$ cat src/rtl/tbu_pkg.sv
package tbu_pkg;
    localparam int ADDR_W = 3;

    typedef enum logic [1:0] {
        MODE_UP     = 2'd0,
        MODE_DOWN   = 2'd1,
        MODE_CENTER = 2'd2,
        MODE_RSVD   = 2'd3
    } cnt_mode_e;

    typedef struct packed {
        logic      arpe;
        cnt_mode_e mode;
        logic      run;
    } ctrl_t;

    localparam logic [ADDR_W-1:0] A_CTRL = 3'd0;
    localparam logic [ADDR_W-1:0] A_STAT = 3'd1;
    localparam logic [ADDR_W-1:0] A_CNT  = 3'd2;
    localparam logic [ADDR_W-1:0] A_PSC  = 3'd3;
    localparam logic [ADDR_W-1:0] A_ARR  = 3'd4;

    localparam int B_RUN   = 0;
    localparam int B_MODE  = 1;
    localparam int B_ARPE  = 3;
    localparam int B_FORCE = 4;
    localparam int B_DIR   = 5;
endpackage

$ cat src/rtl/tbu_regs.sv
module tbu_regs
    import tbu_pkg::*;
#(
    parameter int CNT_W = 16,
    parameter int PSC_W = 16
) (
    input  logic              clk,
    input  logic              rst_n,
    input  logic [ADDR_W-1:0] addr,
    input  logic              wr,
    input  logic [CNT_W-1:0]  wdata,
    input  logic              evt,
    output ctrl_t             ctrl,
    output logic [PSC_W-1:0]  psc_pre,
    output logic [CNT_W-1:0]  arr_pre,
    output logic              uif,
    output logic              force_upd,
    output logic              cnt_wr,
    output logic              arr_wr
);
    typedef struct packed {
        ctrl_t            ctrl;
        logic [PSC_W-1:0] psc;
        logic [CNT_W-1:0] arr;
        logic             uif;
    } state_t;

    state_t st_d, st_q;

    always_comb begin
        st_d = st_q;
        if (wr && addr == A_CTRL) begin
            st_d.ctrl.run  = wdata[B_RUN];
            st_d.ctrl.mode = cnt_mode_e'(wdata[B_MODE +: 2]);
            st_d.ctrl.arpe = wdata[B_ARPE];
        end
        if (wr && addr == A_PSC) st_d.psc = wdata[PSC_W-1:0];
        if (wr && addr == A_ARR) st_d.arr = wdata;
        if (wr && addr == A_STAT && !wdata[0]) st_d.uif = 1'b0;
        if (evt) st_d.uif = 1'b1;
    end

    always_ff @(posedge clk or negedge rst_n) begin
        if (!rst_n) begin
            st_q     <= '0;
            st_q.arr <= '1;
        end else begin
            st_q <= st_d;
        end
    end

    assign ctrl      = st_q.ctrl;
    assign psc_pre   = st_q.psc;
    assign arr_pre   = st_q.arr;
    assign uif       = st_q.uif;
    assign force_upd = wr && addr == A_CTRL && wdata[B_FORCE];
    assign cnt_wr    = wr && addr == A_CNT;
    assign arr_wr    = wr && addr == A_ARR;
endmodule

$ cat src/rtl/tbu_prescaler.sv
module tbu_prescaler #(
    parameter int PSC_W = 16
) (
    input  logic             clk,
    input  logic             rst_n,
    input  logic             run,
    input  logic             evt,
    input  logic [PSC_W-1:0] psc_pre,
    output logic             tick
);
    typedef struct packed {
        logic [PSC_W-1:0] pcnt;
        logic [PSC_W-1:0] act;
    } state_t;

    state_t st_d, st_q;

    assign tick = run && (st_q.pcnt == st_q.act);

    always_comb begin
        st_d = st_q;
        if (evt) begin
            st_d.pcnt = '0;
            st_d.act  = psc_pre;
        end else if (tick) begin
            st_d.pcnt = '0;
        end else if (run) begin
            st_d.pcnt = st_q.pcnt + 1'b1;
        end
    end

    always_ff @(posedge clk or negedge rst_n) begin
        if (!rst_n) st_q <= '0;
        else        st_q <= st_d;
    end
endmodule

$ cat src/rtl/tbu_counter.sv
module tbu_counter
    import tbu_pkg::*;
#(
    parameter int CNT_W = 16
) (
    input  logic             clk,
    input  logic             rst_n,
    input  ctrl_t            ctrl,
    input  logic             tick,
    input  logic             force_upd,
    input  logic             cnt_wr,
    input  logic             arr_wr,
    input  logic [CNT_W-1:0] wdata,
    input  logic [CNT_W-1:0] arr_pre,
    output logic [CNT_W-1:0] cnt,
    output logic [CNT_W-1:0] arr_act,
    output logic             dir_down,
    output logic             evt
);
    typedef struct packed {
        logic [CNT_W-1:0] cnt;
        logic [CNT_W-1:0] arr;
        logic             dir;
    } state_t;

    state_t st_d, st_q;
    logic hit;
    logic [CNT_W:0] nxt_up;

    assign nxt_up = {1'b0, st_q.cnt} + 1'b1;

    always_comb begin
        unique case (ctrl.mode)
            MODE_DOWN:   hit = (st_q.cnt == '0);
            MODE_CENTER: hit = st_q.dir ? (st_q.cnt <= CNT_W'(1))
                                        : (nxt_up >= {1'b0, st_q.arr});
            default:     hit = (st_q.cnt >= st_q.arr);
        endcase
    end

    assign evt = force_upd | (tick & ~cnt_wr & hit);

    always_comb begin
        st_d = st_q;
        if (evt) st_d.arr = arr_pre;
        if (arr_wr && !ctrl.arpe) st_d.arr = wdata;
        if (force_upd) begin
            st_d.cnt = (ctrl.mode == MODE_DOWN) ? arr_pre : '0;
            st_d.dir = (ctrl.mode == MODE_DOWN);
        end else if (cnt_wr) begin
            st_d.cnt = wdata;
        end else if (tick) begin
            unique case (ctrl.mode)
                MODE_DOWN: st_d.cnt = hit ? arr_pre : st_q.cnt - 1'b1;
                MODE_CENTER: begin
                    if (!st_q.dir) begin
                        if (hit) begin
                            st_d.cnt = st_q.arr;
                            st_d.dir = 1'b1;
                        end else begin
                            st_d.cnt = st_q.cnt + 1'b1;
                        end
                    end else begin
                        if (hit) begin
                            st_d.cnt = '0;
                            st_d.dir = 1'b0;
                        end else begin
                            st_d.cnt = st_q.cnt - 1'b1;
                        end
                    end
                end
                default: st_d.cnt = hit ? '0 : st_q.cnt + 1'b1;
            endcase
        end
    end

    always_ff @(posedge clk or negedge rst_n) begin
        if (!rst_n) begin
            st_q     <= '0;
            st_q.arr <= '1;
        end else begin
            st_q <= st_d;
        end
    end

    assign cnt      = st_q.cnt;
    assign arr_act  = st_q.arr;
    assign dir_down = (ctrl.mode == MODE_DOWN) | ((ctrl.mode == MODE_CENTER) & st_q.dir);
endmodule

$ cat src/rtl/tbu_timebase.sv
module tbu_timebase
    import tbu_pkg::*;
#(
    parameter int CNT_W = 16,
    parameter int PSC_W = 16
) (
    input  logic              clk,
    input  logic              rst_n,
    input  logic [ADDR_W-1:0] reg_addr,
    input  logic              reg_wr,
    input  logic [CNT_W-1:0]  reg_wdata,
    output logic [CNT_W-1:0]  reg_rdata,
    output logic [CNT_W-1:0]  cnt_o,
    output logic              dir_o,
    output logic              upd_o,
    output logic              uif_o
);
    ctrl_t            ctrl_w;
    logic [PSC_W-1:0] psc_pre_w;
    logic [CNT_W-1:0] arr_pre_w;
    logic [CNT_W-1:0] arr_act_w;
    logic             force_w;
    logic             cnt_wr_w;
    logic             arr_wr_w;
    logic             tick_w;
    logic             evt_w;
    logic             upd_d, upd_q;

    tbu_regs #(.CNT_W(CNT_W), .PSC_W(PSC_W)) u_regs (
        .clk(clk), .rst_n(rst_n), .addr(reg_addr), .wr(reg_wr), .wdata(reg_wdata),
        .evt(evt_w), .ctrl(ctrl_w), .psc_pre(psc_pre_w), .arr_pre(arr_pre_w),
        .uif(uif_o), .force_upd(force_w), .cnt_wr(cnt_wr_w), .arr_wr(arr_wr_w)
    );

    tbu_prescaler #(.PSC_W(PSC_W)) u_psc (
        .clk(clk), .rst_n(rst_n), .run(ctrl_w.run), .evt(evt_w),
        .psc_pre(psc_pre_w), .tick(tick_w)
    );

    tbu_counter #(.CNT_W(CNT_W)) u_cnt (
        .clk(clk), .rst_n(rst_n), .ctrl(ctrl_w), .tick(tick_w), .force_upd(force_w),
        .cnt_wr(cnt_wr_w), .arr_wr(arr_wr_w), .wdata(reg_wdata), .arr_pre(arr_pre_w),
        .cnt(cnt_o), .arr_act(arr_act_w), .dir_down(dir_o), .evt(evt_w)
    );

    always_comb upd_d = evt_w;

    always_ff @(posedge clk or negedge rst_n) begin
        if (!rst_n) upd_q <= 1'b0;
        else        upd_q <= upd_d;
    end

    assign upd_o = upd_q;

    always_comb begin
        reg_rdata = '0;
        unique case (reg_addr)
            A_CTRL: begin
                reg_rdata[B_RUN]        = ctrl_w.run;
                reg_rdata[B_MODE +: 2]  = ctrl_w.mode;
                reg_rdata[B_ARPE]       = ctrl_w.arpe;
                reg_rdata[B_DIR]        = dir_o;
            end
            A_STAT:  reg_rdata[0] = uif_o;
            A_CNT:   reg_rdata = cnt_o;
            A_PSC:   reg_rdata = CNT_W'(psc_pre_w);
            A_ARR:   reg_rdata = arr_pre_w;
            default: reg_rdata = '0;
        endcase
    end
endmodule

$ cat config.mk
export PLATFORM = sky130hd
export DESIGN_NAME = tbu_timebase
export DESIGN_NICKNAME = d
export VERILOG_FILES = /design/src/rtl/tbu_pkg.sv /design/src/rtl/tbu_regs.sv /design/src/rtl/tbu_prescaler.sv /design/src/rtl/tbu_counter.sv /design/src/rtl/tbu_timebase.sv
export SDC_FILE = /design/constraint.sdc
export NUM_CORES = 1
export LEC_CHECK = 0
export CAP_MARGIN = 20
export CORE_AREA = 2 2 170 89
export DETAILED_ROUTE_END_ITERATION = 16
export DIE_AREA = 0 0 172 91
export DONT_BUFFER_PORTS = 1
export HOLD_SLACK_MARGIN = 0.1
export PLACE_DENSITY = 0.69
export SLEW_MARGIN = 20
export SYNTH_ARGS = -nofsm -noshare
export SYNTH_HDL_FRONTEND = slang
export SYNTH_HIERARCHICAL = 1
export SYNTH_SLANG_ARGS = --single-unit
$ cat constraint.sdc
create_clock -name clk -period 12.04 [get_ports clk]
set_input_delay 1.806 -clock clk [delete_from_list [all_inputs] [get_ports clk]]
set_output_delay 1.806 -clock clk [all_outputs]
set_load 0.01 [all_outputs]
After elaboration in Yosys (flattened, before gate mapping)

Cells that the tools add are included.

Register bits: 103
Bits of input ports: 22
Output and inout port bits: 35
Word-level logic and storage cells: 84

Add/sub/neg operators: 4
Magnitude comparators: 3
Equal/unequal tests: 8
Multiplexer cells: 31
Bitwise gates (word level): 6
Reduce and logical (&&, ||, !) cells: 20

Operators with widths:

| kind                                                             | number |
|---|---|
| 2-to-1 mux 16 bit                                                | 14 |
| adder 16 x 1 -> 16 bit (second input constant)                   | 2 |
| case mux 16 bit (2 select lines)                                 | 1 |
| case mux 10 bit (3 select lines)                                 | 1 |
| adder 16 x 1 -> 17 bit (second input constant)                   | 1 |
| greater-or-equal comparator 17 x 16 -> 1 bit                     | 1 |
| == test 16 bit                                                   | 1 |
| greater-or-equal comparator 16 bit                               | 1 |
| less-or-equal comparator 16 x 1 -> 1 bit (second input constant) | 1 |
| zero test 16 bit                                                 | 1 |
| subtractor 16 x 1 -> 16 bit (second input constant)              | 1 |
| case mux 3 bit (4 select lines)                                  | 1 |
| 2-to-1 mux 1 bit                                                 | 10 |
| logical AND 1 bit                                                | 9 |
| nonzero test 2 bit                                               | 4 |
| == test 3 x 2 -> 1 bit (second input constant)                   | 2 |
| nonzero test 3 bit                                               | 2 |
| case mux 1 bit (5 select lines)                                  | 1 |
| case mux 1 bit (4 select lines)                                  | 1 |
| AND 1 bit                                                        | 3 |
| == test 3 x 1 -> 1 bit (second input constant)                   | 1 |
| == test 3 bit (second input constant)                            | 1 |
| zero test 3 bit                                                  | 1 |
| case mux 1 bit (3 select lines)                                  | 1 |
| 8 further kinds                                                  | 10 |

Longest topological paths before layout

Gate-level depths: netlist of run 1.

Word-level depth: 10
Depth in mapped cells: 20

Cells and area by module

Netlist of run 1, hierarchy kept.

Modules (own cells, without submodules):

| module        | times used | cells an instance | area an instance (µm²) |
|---|---|---|---|
| tbu_counter   | 1          | 522               | 3996.3 |
| tbu_prescaler | 1          | 149               | 1712.9 |
| tbu_regs      | 1          | 85                | 1465.2 |
| tbu_timebase  | 1          | 51                | 451.7 |

Worst setup path after synthesis of run 1

No wires, ideal clock.

Kind: in2out
Start point: input port reg_addr[2]
End point: output port reg_rdata[10]
Data arrival time: 2.525 ns
Setup slack: 7.709 ns
Stages on the path: 4
Buffers on the path: 2
Path through: buf_2 nand2b_1 buf_2 o2bb2ai_1

Cells in the longest elaborated chain, start to end: 2
Elaborated cells between the ends (all ways): 4
Those cells by class: 3 x eq/ne; 1 x mux

RTL lines:

| item                                                    | RTL line           | source |
|---|---|---|
| start: declaration                                      | tbu_timebase.sv:9  | `input logic [ADDR_W-1:0] reg_addr,` |
| == test 3 bit or == test 3 x 2 -> 1 bit (tied branches) | tbu_timebase.sv:57 | `unique case (reg_addr)` |
| case mux 10 bit (3 select lines) *                      | tbu_timebase.sv:57 |  |
| end: declaration                                        | tbu_timebase.sv:12 | `output logic [CNT_W-1:0] reg_rdata,` |

Mark *: on every way between the ends. The rest lies on a longest branch, timed or not.

Final worst setup path of run 1

Start point: register u_cnt.st_q, in the netlist u_cnt/cnt[2]
End point: register u_psc/st_q[27] in the netlist's numbering

Cells in the longest elaborated chain, start to end: 7
Elaborated cells between the ends (all ways): 11
Those cells by class: 1 x add/sub; 3 x order compare; 3 x mux; 2 x bitwise; 2 x reduce/logical

RTL lines:

| item                                                                     | RTL line            | source |
|---|---|---|
| start: declaration                                                       | tbu_counter.sv:26   | `state_t st_d, st_q;` |
| start signal: assignment                                                 | tbu_counter.sv:82   | `st_q <= st_d;` |
| adder 16 x 1 -> 17 bit                                                   | tbu_counter.sv:30   | `assign nxt_up = {1'b0, st_q.cnt} + 1'b1;` |
| greater-or-equal comparator 17 x 16 -> 1 bit                             | tbu_counter.sv:36   | `: (nxt_up >= {1'b0, st_q.arr});` |
| 2-to-1 mux 1 bit                                                         | tbu_counter.sv:35   | `MODE_CENTER: hit = st_q.dir ? (st_q.cnt <= CNT_W'(1))` |
| case mux 1 bit (2 select lines) *                                        | tbu_counter.sv:33   | `unique case (ctrl.mode)` |
| AND 1 bit *                                                              | tbu_counter.sv:41   | `assign evt = force_upd \| (tick & ~cnt_wr & hit);` |
| bitwise OR 1 bit *                                                       | tbu_counter.sv:41   |  |
| via evt_w                                                                | tbu_timebase.sv:26  | `logic evt_w;` |
| nonzero test 3 bit (no source line) or 2-to-1 mux 16 bit (tied branches) | -                   |  |
| end signal: assignment                                                   | tbu_prescaler.sv:34 | `else st_q <= st_d;` |
| end: declaration                                                         | tbu_prescaler.sv:16 | `state_t st_d, st_q;` |

The timed path passes the listed nets; every way through them passes the cells marked *.
A chain may end at the register's enable or synchronous reset.

==> results of run 1 <==
## cell usage in the layout (no fill, tap or decap), types with 10 or more instances in the layout
| cell | n |
|---|---|
| dfrtp_1 | 71 |
| dfstp_2 | 32 |
| a31oi_1 | 26 |
| nand3_1 | 17 |
| inv_1 | 26 |
| nand2_1 | 46 |
| mux2_2 | 54 |
| or3_1 | 21 |
| mux2i_1 | 19 |
| nor2_1 | 44 |
| a211oi_1 | 15 |
| a22oi_1 | 15 |
| nor3_1 | 16 |
| xor2_1 | 14 |
| o21ai_0 | 46 |
| xnor2_1 | 34 |
| nand4_1 | 10 |
| a21oi_1 | 28 |
| buf_4 | 12 |
| ha_1 | 38 |
| o2bb2ai_1 | 12 |
## metal layers
metal / vias up / wire length, um
met5: - / 0
met4: 0 / 369
met3: 34 / 2842
met2: 389 / 9174
met1: 3144 / 10730
li1: 2817 / -
## worst max path at each step
stage                      start        endpoint  cells after the start
floorplan            reg_addr[2]   reg_rdata[10]                      4
global placement    u_cnt/cnt[2]  u_psc/st_q[27]                     16
detailed placement  u_cnt/cnt[2]  u_psc/st_q[27]                     16
CTS                 u_cnt/cnt[2]  u_psc/st_q[27]                     16
global route        u_cnt/cnt[0]  u_psc/st_q[24]                     17
finish              u_cnt/cnt[2]  u_psc/st_q[27]                     16
## through the flow
step | power (uW) | setup WS [ns] | cells | area (um2) | utilization, %
3_3_place_gp | 1309 | 6.693 | 924 | 7437 | 52.68
5_1_grt | 1746 | 5.973 | 940 | 7732 | 54.77
3_5_place_dp | 1327 | 6.556 | 924 | 7437 | 52.68
4_1_cts | 1623 | 6.525 | 940 | 7729 | 54.74
2_1_floorplan | 1162 | 7.709 | 791 | 7506 | -
6_report | 1645 | 6.376 | 940 | 7732 | 54.77
## power by group
part,switching (uW),internal [uW]
Combinational,372,308
Clock,145,145
Sequential,212,463
## final cells by class
type	instances	area [um2]
fillers	1283	6386
flip-flops and latches	103	2618
clock buffers	9	225.2
multi-input cells	585	4388
inverters	26	97.59
repair buffers	12	90.09
clock inverters	7	66.31
well taps	198	247.7
## critical path, stage by stage (launching register included)
cell	delay (ns)
dfrtp_1	0.73
nand4_1	0.29
nor3_1	0.74
and3_1	0.32
xor2_1	0.10
ha_1	0.31
and3_1	0.14
o21ai_0	0.07
a21o_1	0.18
a31o_2	0.23
a211o_1	0.51
a21oi_4	0.21
or2_2	0.68
o2111ai_1	0.37
nor4_1	0.34
xnor2_1	0.11
a211oi_1	0.22
## state kept, by name, indices dropped and copies added (netlist names)
name,cells
u_cnt/arr_act,16
u_cnt/cnt,16
u_regs/arr_pre,16
u_regs/psc_pre,16
upd_o,1
u_cnt/st_q,1
u_psc/st_q,32
u_regs/ctrl,4
u_regs/uif,1
==> impl_metrics.toml, run 1 <==
[run_status]
status = "finished clean"

[flow_run]
drv_cap = 0

[routing]
ant_nets = 0
firstDrtPassIters = 5
vias = 6384
wl_per_cell_um = 24.60
drc = 0
vias_per_cell = 6.791
drtIter0Drc = 815
wirelength_um = 23120

[clock_network]
cts_root_buf = "clkbuf_16"
cts_resized = 0
cts.sinks = 103
worstSkewPairLatency_ns = 0.35
clock_tree.htree_level_count = 3
ctsHoldBuffers = 0
post_cts_buffers = 0
cts_made_buffers = 9
clkTransAtPathRegs_ns = 0.08
clockBufferDepth = 2
cts_tree = "yes"

[critical_path]
worstPathMaxFanout = 39
regToRegStartpoint = "u_cnt/cnt[2]"
rrSetupSlack_ns = 6.38
start_kind = "register"
timing.rr.end = "u_psc/st_q[27]"
required_ns = 12.29
arrival_ns = 5.92
crit_type = "register to register"
end_kind = "register"
ff2ff_path_depth = 16

[timing]
fin_crit_sh_pct = 47.04
fin_setup_tns_ns = 0
period_needed_ns = 5.664
finalHoldWorstSlack_ns = 0.5353
hold_violations = 0
fmax_mhz = 176.6
setup_viol = 0
finalMaxSlewViolations = 0
rsz0062_at_grt = "no"
worstMarginPinSlew_ns = 0.9748
relSlewSlack_pct = 34.52
clock_skew_ns = 0.01271

[pwr]
power_density_mw_per_mm2 = 212.7
irDropWorstVdd_uv = 130.2
p_leak_uw = 0.003122

[cells_and_area]
insertedDiodeCount = 0
syn_to_final_growth_pct = 3.017
drive_above_1_share_pct = 18.87
nets = 797

[min_path]
hold_class = "register to register"
min_to = "u_psc/st_q[8]"
holdPathStages = 1
hp-start = "u_psc/st_q[8]"

[yosys]
syn-num-nets = 851
synth_warnings = 6
synth_cells = 791
netlist_area_mm2 = 0.007506
synth_area_per_cell_um2 = 9.489

[die]
die_h_um = 91
pin_count = 57
fp-row-count = 31
die_w_um = 172
initial_core_util_pct = 53.16
fp.coreArea_mm2 = 0.01412
die-area_mm2 = 0.01565

[grt]
grt.total_usage_pct = 30.31
grt_max_degree = 104
grtUsageMet1_pct = 46.37
grtUsageMet3_pct = 9.372
top_usage_layer = "met1"
antenna_found_initial = 0
grt_pass1_wl_um = 36070
met2_usage_pct = 41.06
grt-ovfl-total = 0
grt_pass1_vias = 6135

[placed_design]
port_buffers = 0
gp_congestion = 0.9982
dp_hpwl_um = 16900
Note: power is estimated with default switching activity, not from simulation.
==> inputs of run 2 (changes only) <==
--- a/config.mk
+++ b/config.mk
@@ -11,7 +11,7 @@
 export DIE_AREA = 0 0 172 91
 export DONT_BUFFER_PORTS = 1
 export HOLD_SLACK_MARGIN = 0.1
-export PLACE_DENSITY = 0.69
+export PLACE_DENSITY = 0.72
 export SLEW_MARGIN = 20
 export SYNTH_ARGS = -nofsm -noshare
 export SYNTH_HDL_FRONTEND = slang
==> constraint.sdc (replaced) <==
create_clock -name clk -period 4.9 [get_ports clk]
set_input_delay 0.735 -clock clk [delete_from_list [all_inputs] [get_ports clk]]
set_output_delay 0.735 -clock clk [all_outputs]
set_load 0.01 [all_outputs]
==> impl_metrics.toml, run 2 (synthesized netlist as in run 1, its figures left out) <==
[timing]
hold_violations = 0
worstMarginPinSlew_ns = 1.094
clock_skew_ns = 0.01133
relSlewSlack_pct = 27.05
setup_ws_ns = 0.4665
finalHoldWorstSlack_ns = 0.2301
fin_crit_sh_pct = 90.48
finalMaxSlewViolations = 0
rsz0062_at_grt = "no"
period_needed_ns = 4.434
fin_setup_tns_ns = 0
setup_viol = 0
fmax_mhz = 225.6

[run_status]
status = "finished clean"

[die]
initial_core_util_pct = 53.16
fp-row-count = 31
die_h_um = 91
pin_count = 57
die-area_mm2 = 0.01565
fp.coreArea_mm2 = 0.01412
die_w_um = 172

[placed_design]
placed_area_mm2 = 0.007550
place_ws_ns = 0.3866
dp_hpwl_um = 17520
port_buffers = 0
gp_congestion = 0.9515

[grt]
grt_pass1_wl_um = 37110
grt-ovfl-total = 0
grt_pass1_vias = 6262
grt_max_degree = 72
grt.total_usage_pct = 31.25
antenna_found_initial = 0

[min_path]
hold_class = "input pin to asynchronous set/reset pin"

[clock_network]
clkTransAtPathRegs_ns = 0.08
cts_root_buf = "clkbuf_16"
worstSkewPairLatency_ns = 0.35
clock_tree.htree_level_count = 3
post_cts_buffers = 0
cts_tree = "yes"
clockBufferDepth = 2
cts.sinks = 103
cts_made_buffers = 9

[critical_path]
end_kind = "register"
crit_buf_inv = 0
worstPathMaxFanout = 12
cpMaxStageDelayCell = "o2111ai_1"
critical_path_depth = 17
crit_chain = "ha_1, nand3_1, nor2_2, nand3_1, xnor2_1, ha_1, a221oi_1, o21ai_0, a31oi_1, a31o_2, a211o_1, a21oi_4, or2_2, o2111ai_1, nor3_1, xnor2_1, a211oi_1"
crit_type = "register to register"
required_ns = 5.16
cpLargestDelayFamily = "compound AO/OA/AOI/OAI gates"
start_kind = "register"
ff2ff_path_depth = 17
arrival_ns = 4.70
slowest_delay_ns = 0.49

[flow_run]
drv_cap = 0

[pwr]
power_density_mw_per_mm2 = 539.2
p_leak_uw = 0.003224
irDropWorstVdd_uv = 309.2

[routing]
firstDrtPassIters = 7
wl_per_cell_um = 24.97
drc = 0
drtIter0Drc = 857
vias = 6538
vias_per_cell = 6.839
ant_nets = 0
wirelength_um = 23870

[cells_and_area]
insertedDiodeCount = 0
mostFrequentLayoutCells = "dfrtp_1 (71), mux2_2 (54), nand2_1 (46), o21ai_0 (46), nor2_1 (43)"
largest_register_ffs = 32
drive_above_1_share_pct = 20.58
nets = 813
final_cell_area_mm2 = 0.007906
final_common_cell = "dfrtp_1"
top_register = "u_psc/st_q"
syn_to_final_growth_pct = 5.334
## run 2: layout make-up
type | count | area [um2]
Tap cell | 198 | 247.7
Sequential cell | 103 | 2618
Inverter | 26 | 97.59
Timing Repair Buffer | 28 | 230.2
Multi-Input combinational cell | 585 | 4392
Fill cell | 1279 | 6212
Clock inverter | 6 | 92.59
Clock buffer | 10 | 229.0
## run 2: per-stage QoR
step	util (%)	instances	total power (uW)
after detailed placement	53.47	939	3398
after floorplan	-	791	2855
final	56.00	956	4263
after global placement	53.47	939	3338
after CTS	55.95	956	4210
after global routing	56.00	956	4515
## run 2: layer usage
| metal | GRT usage, % | vias up | wire [um] |
|---|---|---|---|
| met2 | 42.74 | 443 | 9539 |
| met5 | 0 | - | 0 |
| met3 | 8.936 | 37 | 3152 |
| met4 | 6.373 | 0 | 307 |
| met1 | 48.36 | 3206 | 10880 |
| li1 | - | 2852 | - |
## run 2: worst paths after layout
check | endpoint | slack, ns | from
min reg2reg | u_regs/ctrl[3] | 0.53 | u_regs/ctrl[3]
max in group asynchronous | u_cnt/cnt[2] | 4.31 | rst_n
min | u_regs/arr_pre[13] | 0.23 | rst_n
max reg2reg | u_psc/st_q[25] | 0.47 | u_cnt/cnt[0]
max | u_psc/st_q[25] | 0.47 | u_cnt/cnt[0]
min in group clk | u_regs/uif | 0.48 | reg_wr
## run 2: worst register-to-register path, stage by stage, from the launching register on
cell and delay (ns):
dfrtp_1 0.36, ha_1 0.33, nand3_1 0.13, nor2_2 0.28
nand3_1 0.22, xnor2_1 0.19, ha_1 0.33, a221oi_1 0.33
o21ai_0 0.14, a31oi_1 0.19, a31o_2 0.21, a211o_1 0.19
a21oi_4 0.08, or2_2 0.39, o2111ai_1 0.50, nor3_1 0.11
xnor2_1 0.15, a211oi_1 0.22
## run 2: power breakdown
| group | switching [uW] | total [uW] | leakage [uW] | internal (uW) |
|---|---|---|---|---|
| Combinational | 1190 | 2020 | 0.00184 | 835 |
| Sequential | 309 | 1450 | 0.00123 | 1140 |
| Clock | 336 | 789 | 0.000155 | 453 |
## run 2: what timing repair did
action / in CTS / in global routing
endpoints found under the hold margin: 71 / 0
resized for setup: 0 / 2
hold buffers: 1 / 0
setup endpoints to repair: 0 / 6
==> inputs of run 3 (changes only) <==
--- a/config.mk
+++ b/config.mk
@@ -6,9 +6,9 @@
 export NUM_CORES = 1
 export LEC_CHECK = 0
 export CAP_MARGIN = 20
-export CORE_AREA = 2 2 170 89
+export CORE_AREA = 2 2 121 123
 export DETAILED_ROUTE_END_ITERATION = 16
-export DIE_AREA = 0 0 172 91
+export DIE_AREA = 0 0 123 125
 export DONT_BUFFER_PORTS = 1
 export HOLD_SLACK_MARGIN = 0.1
 export PLACE_DENSITY = 0.72
==> impl_metrics.toml, run 3 (synthesized netlist as in run 1, its figures left out) <==
[run_status]
status = "finished clean"

[timing]
finalMaxSlewViolations = 0
fin_crit_sh_pct = 89.97
setup_viol = 0
setup_ws_ns = 0.4913
clock_skew_ns = 0.01035
hold_violations = 0
finalHoldWorstSlack_ns = 0.2262
relSlewSlack_pct = 34.05
rsz0062_at_grt = "no"
worstMarginPinSlew_ns = 0.9892
fmax_mhz = 226.8
period_needed_ns = 4.409
fin_setup_tns_ns = 0

[pwr]
irDropWorstVdd_uv = 217.9
power.clock.fraction_pct = 18.7
pwr-share-comb_pct = 45.8
p_sw_share_pct = 42.29
power.switching_uw = 1753
p_leak_uw = 0.003220
internal_power_uw = 2392
p_seq_share_pct = 35.5
power_density_mw_per_mm2 = 526.5

[cells_and_area]
syn_to_final_growth_pct = 4.884
final_common_cell = "dfrtp_1"
fillers = 1253
insertedDiodeCount = 0
top_register = "u_psc/st_q"
final_cell_area_mm2 = 0.007873
mostFrequentLayoutCells = "dfrtp_1 (71), mux2_2 (54), nand2_1 (46), o21ai_0 (46), nor2_1 (44)"
largest_register_ffs = 32
layout.cells.non_filler = 941
multi_input_area_mm2 = 0.004389
ff_latch_area_mm2 = 0.002618
nets = 812
drive_above_1_share_pct = 20.48

[clock_network]
cts_resized = 0
post_cts_buffers = 0
cts_tree = "yes"
worstSkewPairLatency_ns = 0.35
cts_root_buf = "clkbuf_16"
clkTransAtPathRegs_ns = 0.07
clockBufferDepth = 2
cts_made_buffers = 9
cts.sinks = 103
clock_tree.htree_level_count = 3

[flow_run]
drv_cap = 0

[routing]
vias_per_cell = 6.695
wirelength_um = 22680
firstDrtPassIters = 7
drc = 0
vias = 6300
ant_nets = 0
drtIter0Drc = 810
wl_per_cell_um = 24.10

[placed_design]
port_buffers = 0
gp_congestion = 0.9432
dp_hpwl_um = 15780
placed_area_mm2 = 0.007530
placed_cells = 924
place_ws_ns = 0.5712

[critical_path]
startpoint = "u_cnt/cnt[0]"
critical_path_depth = 18
cpLargestDelayFamily = "compound AO/OA/AOI/OAI gates"
crit_type = "register to register"
rrSetupSlack_ns = 0.49
required_ns = 5.16
crit_chain = "ha_1, nand3_1, nor2_1, nand3_1, xnor2_1, ha_1, a221oi_1, o21ai_0, a31oi_1, a31o_2, a211o_1, a21oi_4, or2_2, buf_4, o211ai_1, nor3_1, xnor2_1, a211oi_1"
regToRegStartpoint = "u_cnt/cnt[0]"
slowest_delay_ns = 0.36
timing.rr.end = "u_psc/st_q[24]"
worstPathMaxFanout = 21
endpoint = "u_psc/st_q[24]"
cpMaxStageDelayCell = "dfrtp_1"
arrival_ns = 4.67
ff2ff_path_depth = 18
end_kind = "register"
start_kind = "register"
crit_buf_inv = 1

[grt]
grt_pass1_wl_um = 35800
antenna_found_initial = 1
grt-ovfl-total = 0
grt.total_usage_pct = 30.23
grt_pass1_vias = 6222
grt_max_degree = 72

[die]
pin_count = 57
die_w_um = 123
die_h_um = 125
fp-row-count = 44
initial_core_util_pct = 52.85
die-area_mm2 = 0.01538
fp.coreArea_mm2 = 0.01420

[min_path]
hold_class = "input pin to asynchronous set/reset pin"
run 3: changes by cell type in the layout (fill, tap and decap cells not counted), sizes merged:
| cell | before | now |
|---|---|---|
| buf | 28 | 27 |
| bufinv | 2 | 1 |
| clkbuf | 10 | 11 |
run 3: how the worst min path moves through the flow:
| stage | from | end |
|---|---|---|
| floorplan | rst_n | u_cnt/cnt[0] |
| global placement | rst_n | u_regs/ctrl[0] |
| detailed placement | rst_n | u_regs/ctrl[0] |
| CTS | rst_n | u_regs/arr_pre[5] |
| global route | rst_n | u_cnt/arr_act[7] |
| finish | rst_n | u_regs/arr_pre[3] |
run 3: final cells by class:
| cell class | count | area share (%) |
|---|---|---|
| Inverter | 26 | 1.240 |
| Clock inverter | 5 | 0.7947 |
| Timing Repair Buffer | 27 | 2.829 |
| Multi-Input combinational cell | 585 | 55.75 |
| Tap cell | 184 | 2.924 |
| Clock buffer | 11 | 3.210 |
| Sequential cell | 103 | 33.25 |
run 3: power by group through the flow:
stage | sequential (uW) | combinational, uW | clock, uW
after floorplan | 1340 | 1520 | 0
after CTS | 1460 | 1860 | 781
final | 1470 | 1900 | 774
after global routing | 1500 | 2070 | 816
after detailed placement | 1480 | 1840 | 0
after global placement | 1460 | 1790 | 0
run 3: stage by stage:
step / total power (uW) / utilization (%)
floorplan: 2855 / -
global placement: 3252 / 53.01
detailed placement: 3313 / 53.01
CTS: 4108 / 55.43
global route: 4390 / 55.43
finish: 4145 / 55.43
run 3: worst register-to-register path, delay by kind of cell (launching register included):
family,cells,cell delay [ns]
AOI/OAI and AO/OA,8,1.65
and+or+nand+nor,5,1.12
adders and majority gates,2,0.64
DFF,1,0.36
xor gates and xnor gates,2,0.34
buffers and inverters,1,0.22
run 3: metal layers:
layer / track usage, % / vias to the layer above / wire [um]
met5: 0 / - / 0
li1: - / 2835 / -
met2: 47.38 / 293 / 10720
met1: 40.76 / 3114 / 9303
met4: 13.10 / 0 / 843
met3: 5.611 / 58 / 1813
run 3: what timing repair did:
item	CTS	global route
endpoints found under the setup margin	0	0
hold buffers	1	0
endpoints found under the hold margin	71	0
